`config.mk`:
```
export PLATFORM = sky130hd
export DESIGN_NAME = codec_pwr_seq
export DESIGN_NICKNAME = d
export VERILOG_FILES = /design/src/rtl/codec_seq_pkg.sv /design/src/rtl/codec_seq_ctrl.sv /design/src/rtl/codec_seq_dp.sv /design/src/rtl/codec_pwr_seq.sv
export SDC_FILE = /design/constraint.sdc
export NUM_CORES = 1
export LEC_CHECK = 0
export BUFFER_PORTS_ARGS = -buffer_cell sky130_fd_sc_hd__buf_2
export CAP_MARGIN = 15
export CORE_UTILIZATION = 45
export CTS_BUF_LIST = sky130_fd_sc_hd__clkbuf_8
export CTS_CLUSTER_SIZE = 8
export DETAILED_ROUTE_END_ITERATION = 10
export HOLD_SLACK_MARGIN = 0.08
export SYNTH_ARGS = -nofsm -noshare
export SYNTH_HDL_FRONTEND = slang
export SYNTH_SLANG_ARGS = --single-unit
```
`constraint.sdc`:
```
create_clock -name clk -period 5.05 [get_ports clk]
set_clock_uncertainty 0.15 [all_clocks]
set_input_delay 0.2525 -clock clk [delete_from_list [all_inputs] [get_ports clk]]
set_output_delay 0.2525 -clock clk [all_outputs]
set_load 0.005 [all_outputs]
```
`src/rtl/codec_seq_pkg.sv`:
```
package codec_seq_pkg;

  typedef enum logic [2:0] {
    ST_ALL_DOWN,
    ST_INIT,
    ST_AUTOCAL,
    ST_CONV_PD,
    ST_EXITING,
    ST_POWERED,
    ST_ENTERING
  } seqState_e;

  typedef enum logic [1:0] {
    TM_INIT,
    TM_CAL,
    TM_EXIT,
    TM_ENTER
  } timerSel_e;

  typedef enum logic [1:0] {
    WR_NONE,
    WR_LIMITED,
    WR_ALL
  } wrMode_e;

  // strobes from control to datapath
  typedef struct packed {
    logic      timerLoad;
    timerSel_e timerSel;
    wrMode_e   wrMode;
  } seqCtl_t;

  localparam logic [1:0] ACT_DOWN     = 2'd0;
  localparam logic [1:0] ACT_READONLY = 2'd1;
  localparam logic [1:0] ACT_ALIVE    = 2'd2;

endpackage

```
`src/rtl/codec_seq_ctrl.sv`:
```
module codec_seq_ctrl
  import codec_seq_pkg::*;
(
  input  logic       clk,
  input  logic       rstN,
  input  logic       pwrDnN,
  input  logic       acEn,
  input  logic       convPdReq,
  input  logic       isMaster,
  input  logic       timerDone,
  output seqCtl_t    ctl,
  output logic       initFlag,
  output logic       pdnoFlag,
  output logic [1:0] ifAct,
  output logic [1:0] clkAct,
  output logic [1:0] convAct
);

  seqState_e state, nextState;
  logic      loadNow;
  timerSel_e loadSel;

  always_ff @(posedge clk or negedge rstN) begin
    if (!rstN) state <= ST_ALL_DOWN;
    else       state <= nextState;
  end

  // next state; a timer load accompanies every entry into a timed state
  always_comb begin
    nextState = state;
    loadNow   = 1'b0;
    loadSel   = TM_INIT;
    case (state)
      ST_ALL_DOWN: if (pwrDnN) begin
        nextState = ST_INIT;
        loadNow   = 1'b1;
        loadSel   = TM_INIT;
      end
      ST_INIT: if (timerDone) begin
        if (acEn) begin
          nextState = ST_AUTOCAL;
          loadNow   = 1'b1;
          loadSel   = TM_CAL;
        end else begin
          nextState = ST_CONV_PD;
        end
      end
      ST_AUTOCAL: if (timerDone) nextState = ST_CONV_PD;
      ST_CONV_PD: if (!convPdReq && pwrDnN) begin
        nextState = ST_EXITING;
        loadNow   = 1'b1;
        loadSel   = TM_EXIT;
      end
      ST_EXITING: if (timerDone) nextState = ST_POWERED;
      ST_POWERED: if (convPdReq || !pwrDnN) begin
        nextState = ST_ENTERING;
        loadNow   = 1'b1;
        loadSel   = TM_ENTER;
      end
      ST_ENTERING: if (timerDone) nextState = ST_CONV_PD;
      default: nextState = ST_ALL_DOWN;
    endcase
  end

  // per-state outputs
  always_comb begin
    ctl.timerLoad = loadNow;
    ctl.timerSel  = loadSel;
    ctl.wrMode    = WR_NONE;
    initFlag      = 1'b0;
    pdnoFlag      = 1'b1;
    ifAct         = ACT_ALIVE;
    clkAct        = ACT_READONLY;
    convAct       = ACT_DOWN;
    case (state)
      ST_ALL_DOWN: begin
        initFlag = 1'b1;
        ifAct    = rstN ? ACT_READONLY : ACT_DOWN;
        clkAct   = ACT_DOWN;
      end
      ST_INIT: begin
        initFlag = 1'b1;
        ifAct    = isMaster ? ACT_DOWN : ACT_READONLY;
        clkAct   = ACT_DOWN;
      end
      ST_AUTOCAL: ctl.wrMode = WR_NONE;
      ST_CONV_PD, ST_EXITING, ST_ENTERING: ctl.wrMode = WR_LIMITED;
      ST_POWERED: begin
        ctl.wrMode = WR_ALL;
        pdnoFlag   = 1'b0;
        convAct    = ACT_READONLY;
      end
      default: begin
        initFlag = 1'b1;
        ifAct    = ACT_DOWN;
        clkAct   = ACT_DOWN;
      end
    endcase
  end

endmodule

```
`src/rtl/codec_seq_dp.sv`:
```
module codec_seq_dp
  import codec_seq_pkg::*;
#(
  parameter int unsigned INIT_CYC  = 200000,
  parameter int unsigned CAL_CYC   = 1000000,
  parameter int unsigned EXIT_CYC  = 117500000,
  parameter int unsigned ENTER_CYC = 1250000,
  parameter int unsigned ADDR_W    = 5,
  parameter int unsigned LIM_LO    = 16,
  parameter int unsigned LIM_HI    = 24,
  parameter int unsigned EXTRA_A   = 26,
  parameter int unsigned EXTRA_B   = 28
) (
  input  logic              clk,
  input  logic              rstN,
  input  seqCtl_t           ctl,
  input  logic              wrReq,
  input  logic [ADDR_W-1:0] wrAddr,
  output logic              timerDone,
  output logic              wrAccept,
  output logic              wrReject
);

  localparam int unsigned MAX_A   = (INIT_CYC > CAL_CYC) ? INIT_CYC : CAL_CYC;
  localparam int unsigned MAX_B   = (EXIT_CYC > ENTER_CYC) ? EXIT_CYC : ENTER_CYC;
  localparam int unsigned MAX_CYC = (MAX_A > MAX_B) ? MAX_A : MAX_B;
  localparam int unsigned CNT_W   = (MAX_CYC > 1) ? $clog2(MAX_CYC) : 1;
  localparam int unsigned NADDR   = 1 << ADDR_W;

  logic [CNT_W-1:0] count;
  logic [CNT_W-1:0] loadVal;

  always_comb begin
    case (ctl.timerSel)
      TM_INIT:  loadVal = CNT_W'(INIT_CYC - 1);
      TM_CAL:   loadVal = CNT_W'(CAL_CYC - 1);
      TM_EXIT:  loadVal = CNT_W'(EXIT_CYC - 1);
      default:  loadVal = CNT_W'(ENTER_CYC - 1);
    endcase
  end

  // one shared down-counter; a timed state lasts loadVal+1 cycles
  always_ff @(posedge clk or negedge rstN) begin
    if (!rstN)                  count <= '0;
    else if (ctl.timerLoad)     count <= loadVal;
    else if (count != '0)       count <= count - 1'b1;
  end

  assign timerDone = (count == '0);

  // addresses writable while converters are not powered up
  logic [NADDR-1:0] limMask;
  for (genvar a = 0; a < NADDR; a++) begin : g_mask
    localparam bit IN_SET = (a >= LIM_LO && a <= LIM_HI) || a == EXTRA_A || a == EXTRA_B;
    assign limMask[a] = IN_SET;
  end

  logic permit;
  always_comb begin
    case (ctl.wrMode)
      WR_ALL:     permit = 1'b1;
      WR_LIMITED: permit = limMask[wrAddr];
      default:    permit = 1'b0;
    endcase
  end

  always_ff @(posedge clk or negedge rstN) begin
    if (!rstN) begin
      wrAccept <= 1'b0;
      wrReject <= 1'b0;
    end else begin
      wrAccept <= wrReq && permit;
      wrReject <= wrReq && !permit;
    end
  end

endmodule

```
`src/rtl/codec_pwr_seq.sv`:
```
module codec_pwr_seq
  import codec_seq_pkg::*;
#(
  parameter int unsigned INIT_CYC  = 200000,
  parameter int unsigned CAL_CYC   = 1000000,
  parameter int unsigned EXIT_CYC  = 117500000,
  parameter int unsigned ENTER_CYC = 1250000,
  parameter int unsigned ADDR_W    = 5
) (
  input  logic              clk,
  input  logic              rstN,
  input  logic              pwrDnN,
  input  logic              acEn,
  input  logic              convPdReq,
  input  logic              isMaster,
  input  logic              wrReq,
  input  logic [ADDR_W-1:0] wrAddr,
  output logic              wrAccept,
  output logic              wrReject,
  output logic              rdAllowed,
  output logic              initFlag,
  output logic              pdnoFlag,
  output logic [1:0]        ifAct,
  output logic [1:0]        clkAct,
  output logic [1:0]        convAct
);

  seqCtl_t ctl;
  logic    timerDone;

  codec_seq_ctrl u_ctrl (
    .clk       (clk),
    .rstN      (rstN),
    .pwrDnN    (pwrDnN),
    .acEn      (acEn),
    .convPdReq (convPdReq),
    .isMaster  (isMaster),
    .timerDone (timerDone),
    .ctl       (ctl),
    .initFlag  (initFlag),
    .pdnoFlag  (pdnoFlag),
    .ifAct     (ifAct),
    .clkAct    (clkAct),
    .convAct   (convAct)
  );

  codec_seq_dp #(
    .INIT_CYC  (INIT_CYC),
    .CAL_CYC   (CAL_CYC),
    .EXIT_CYC  (EXIT_CYC),
    .ENTER_CYC (ENTER_CYC),
    .ADDR_W    (ADDR_W)
  ) u_dp (
    .clk       (clk),
    .rstN      (rstN),
    .ctl       (ctl),
    .wrReq     (wrReq),
    .wrAddr    (wrAddr),
    .timerDone (timerDone),
    .wrAccept  (wrAccept),
    .wrReject  (wrReject)
  );

  assign rdAllowed = (ifAct != ACT_DOWN);

endmodule

```
==> metrics.md <==
| Metric | Value |
|---|---|
| Starting Density | `a little under half` |
| # diodes | `0` |
| Initial DRC Count | `between 80 and 90` |
| Total CTS buffers | `5` |
| Largest net degree at the start of global routing | `34` |
| Core footprint | `4410 sq um` |
| Crit Path Category | `flop to flop` |
| Fillcell total | `approximately 430` |
| Worst-Skew Late Latency | `approximately 280 ps` |
| Die Ht | `70.2 um` |
| CP Data Required Time | `just over 5000 ps` |
| Nets@finish | `approximately 260` |
| Area Growth Syn to Fin | `8.73%` |
| Synth Flop Type | `dfrtp_1` |
| RSZ-0062 raised after global routing | `false` |
| # Max-Cap Violations | `0` |
| Element type at the critical path start | `flop` |
| Layout cells sized above 1 | `~14%` |
| Global route overflow | `0` |
| CP arrival | `2990 ps` |
| Post-synth EDFFs | `0` |
| CTS tree | `done` |
| Maximum VDD drop | `about 0.00022 V` |
| Synth cell count leaders | `32 x dfrtp_1, 20 x nor2_1` |
| Initial antenna violation count | `0` |
| I/O pin total | `23` |
| Worst-Margin Slew | `~800 ps` |
| FMAX | `0.335 GHz` |
| Worst Path Max Fanout | `16` |
| Placed Cells | `around 290` |
| # port buffers | `20` |
| Quantity of gates resized following cts | `0` |
| DR WL/cell | `around 15 um` |
| Die X | `70.2 um` |
| Clk slew on worst S/H paths | `70 ps` |
| Top-count cell post-synth | `dfrtp_1` |
| FFs w/ async S/R, synth | `100%` |
| Outcome | `finished clean` |
| H-tree depth | `2` |
| Overall power | `~0.0011 W` |
| Sequential element share of the synthesized area | `a little under two fifths` |
| Layout Cells excl Fill | `~300` |
| Number of global-route vias before repair | `approximately 1,600` |
| Place WS | `around 2100 ps` |
| Post-route ant nets | `0` |
| Slew Limit Headroom | `around 48%` |
| Seq cells post-synth | `32` |
| Yosys top cell area share | `between 30% and 40%` |
| Synth top area cells | `dfrtp_1 38%, ha_1 6.0%, o2bb2ai_1 5.4%` |
| Row cnt | `24` |
| Post-DP HPWL | `3220 um` |
| Fin crit period | `between 2000 and 3000 ps` |
| Period utilisation layout | `59.2%` |
| Clock root buffer | `clkbuf_8` |
| First-pass DRT Iterations | `4` |
| Synthesized area per cell | `9.30 sq um` |
| Vias per std cell | `5.81` |
| HP Class | `primary input to flop` |
| # setup viols final | `0` |
| Slew Limit Fails | `0` |
| Pwr Density | `about 500 nW/um^2` |
| CP Capture Type | `flop` |
| TritonCTS Sinks | `32` |
| Clk buf depth | `2` |
| Final hold vios | `0` |
| Overall routing resource usage | `20.4%` |
| Post-Syn Area | `between 2000 and 2500 sq um` |
| Setup TNS | `0 ps` |
| Ys Warns | `0` |
| First-pass GRT wire length | `approximately 7800 um` |
| Final Wtd Congestion | `0.780` |
| Setup WS post-layout | `a little over 2000 ps` |
| Util after Layout | `51.6%` |
| Flop2flop setup slack | `just over 2000 ps` |
| Synth Instances | `~230` |
| Routed WL | `roughly 4500 um` |
| Synth cell types | `51` |
| P_leak | `between 1 and 1.5 nW` |
| Die footprint | `about 4900 sq um` |
| Vias | `between 1,500 and 2,000` |
| Cell taking the most area after synthesis | `dfrtp_1` |
| Residual DRC | `0` |
==> repair_timing <==
| item | CTS | global route |
|---|---|---|
| endpoints found under the setup margin | 0 | 0 |
| hold buffers | 2 | 0 |
| setup buffers | 0 | 0 |
| hold endpoints to repair | 34 | 0 |
==> registers in the layout, summed over array words and instances, names as in the netlist <==
register	cells
u_dp.wrReject	1
u_ctrl.state	3
u_dp.wrAccept	1
u_dp.count	27
==> critical path: stages (launching register included) <==
cell,delay (ps)
dfrtp_1,400
or4_1,520
or3b_4,420
nor3_4,530
a21oi_1,310
ha_1,400
o2bb2ai_1,130
==> area by class of cell <==
type | count | area (sq um) | share of cell area, %
multi-input combinational | 168 | 1150 | 50.6
inverter | 13 | 48.8 | 2.14
clock buffer | 6 | 82.6 | 3.63
tap | 52 | 65.1 | 2.86
sequential | 32 | 801 | 35.2
timing repair buffer | 22 | 120 | 5.28
clock inverter | 2 | 7.51 | 0.330
==> where the power goes <==
| group | internal [W] | switching, W |
|---|---|---|
| Clock | 0.000107 | 0.0000924 |
| Sequential | 0.000351 | 0.000113 |
| Combinational | 0.000206 | 0.000252 |
| Total | 0.000664 | 0.000457 |
==> logic make-up (layout without fill, tap and decap cells) <==
kind of cell	count (synthesis)	count (layout)	share of synthesized area, %
XOR/XNOR	17	17	7.11
other	1	2	0.179
AO/OA/AOI/OAI	54	54	17.9
buffers and inverters	26	43	6.93
flip-flops	32	32	38.3
AND/OR/NAND/NOR	82	82	22.2
multiplexers	3	3	1.43
adder cells (fa/ha/maj)	10	10	5.98
==> layer usage <==
layer / vias to the layer above / GRT usage, % / part of all wire, %
li1: 842 / - / -
met1: 829 / 28.1 / 49
met2: 36 / 32.2 / 46
met3: 6 / 4.04 / 4.0
met4: 0 / 7.11 / 1.5
met5: - / 0 / 0
==> metrics by stage <==
| stage | area, sq um | hold slack [ps] |
|---|---|---|
| 2_1_floorplan | 2100 | -193 |
| 3_3_place_gp | 2170 | 219 |
| 3_5_place_dp | 2170 | 223 |
| 4_1_cts | 2280 | 125 |
| 5_1_grt | 2280 | 144 |
| 6_report | 2280 | 138 |
==> path summary, 6_finish.rpt <==
| path | start | endpoint | cells after the start |
|---|---|---|---|
| setup / recovery | u_dp.count[23] | u_dp.count[14] | 6 |
| hold / removal | pwrDnN | u_ctrl.state[0] | 3 |
| setup reg to reg | u_dp.count[23] | u_dp.count[14] | 6 |
| hold reg to reg | u_dp.count[23] | u_dp.count[23] | 2 |
| max in group asynchronous | rstN | u_dp.count[8] | 2 |
| min in group asynchronous | rstN | u_dp.count[22] | 2 |
==> placed cells by master, fill, tap and decap left out, types with 5 or more instances in the layout <==
master      n
dfrtp_1    32
nor2_1     20
buf_2      20
inv_1      15
nand2_1    13
o2bb2ai_1  13
xnor2_1    13
a21oi_1    11
nor3_1     10
ha_1       10
o21ai_0     7
clkbuf_8    6
nand3_1     5
or4_1       5
or3_1       5
(Power assumes the default switching activity.)
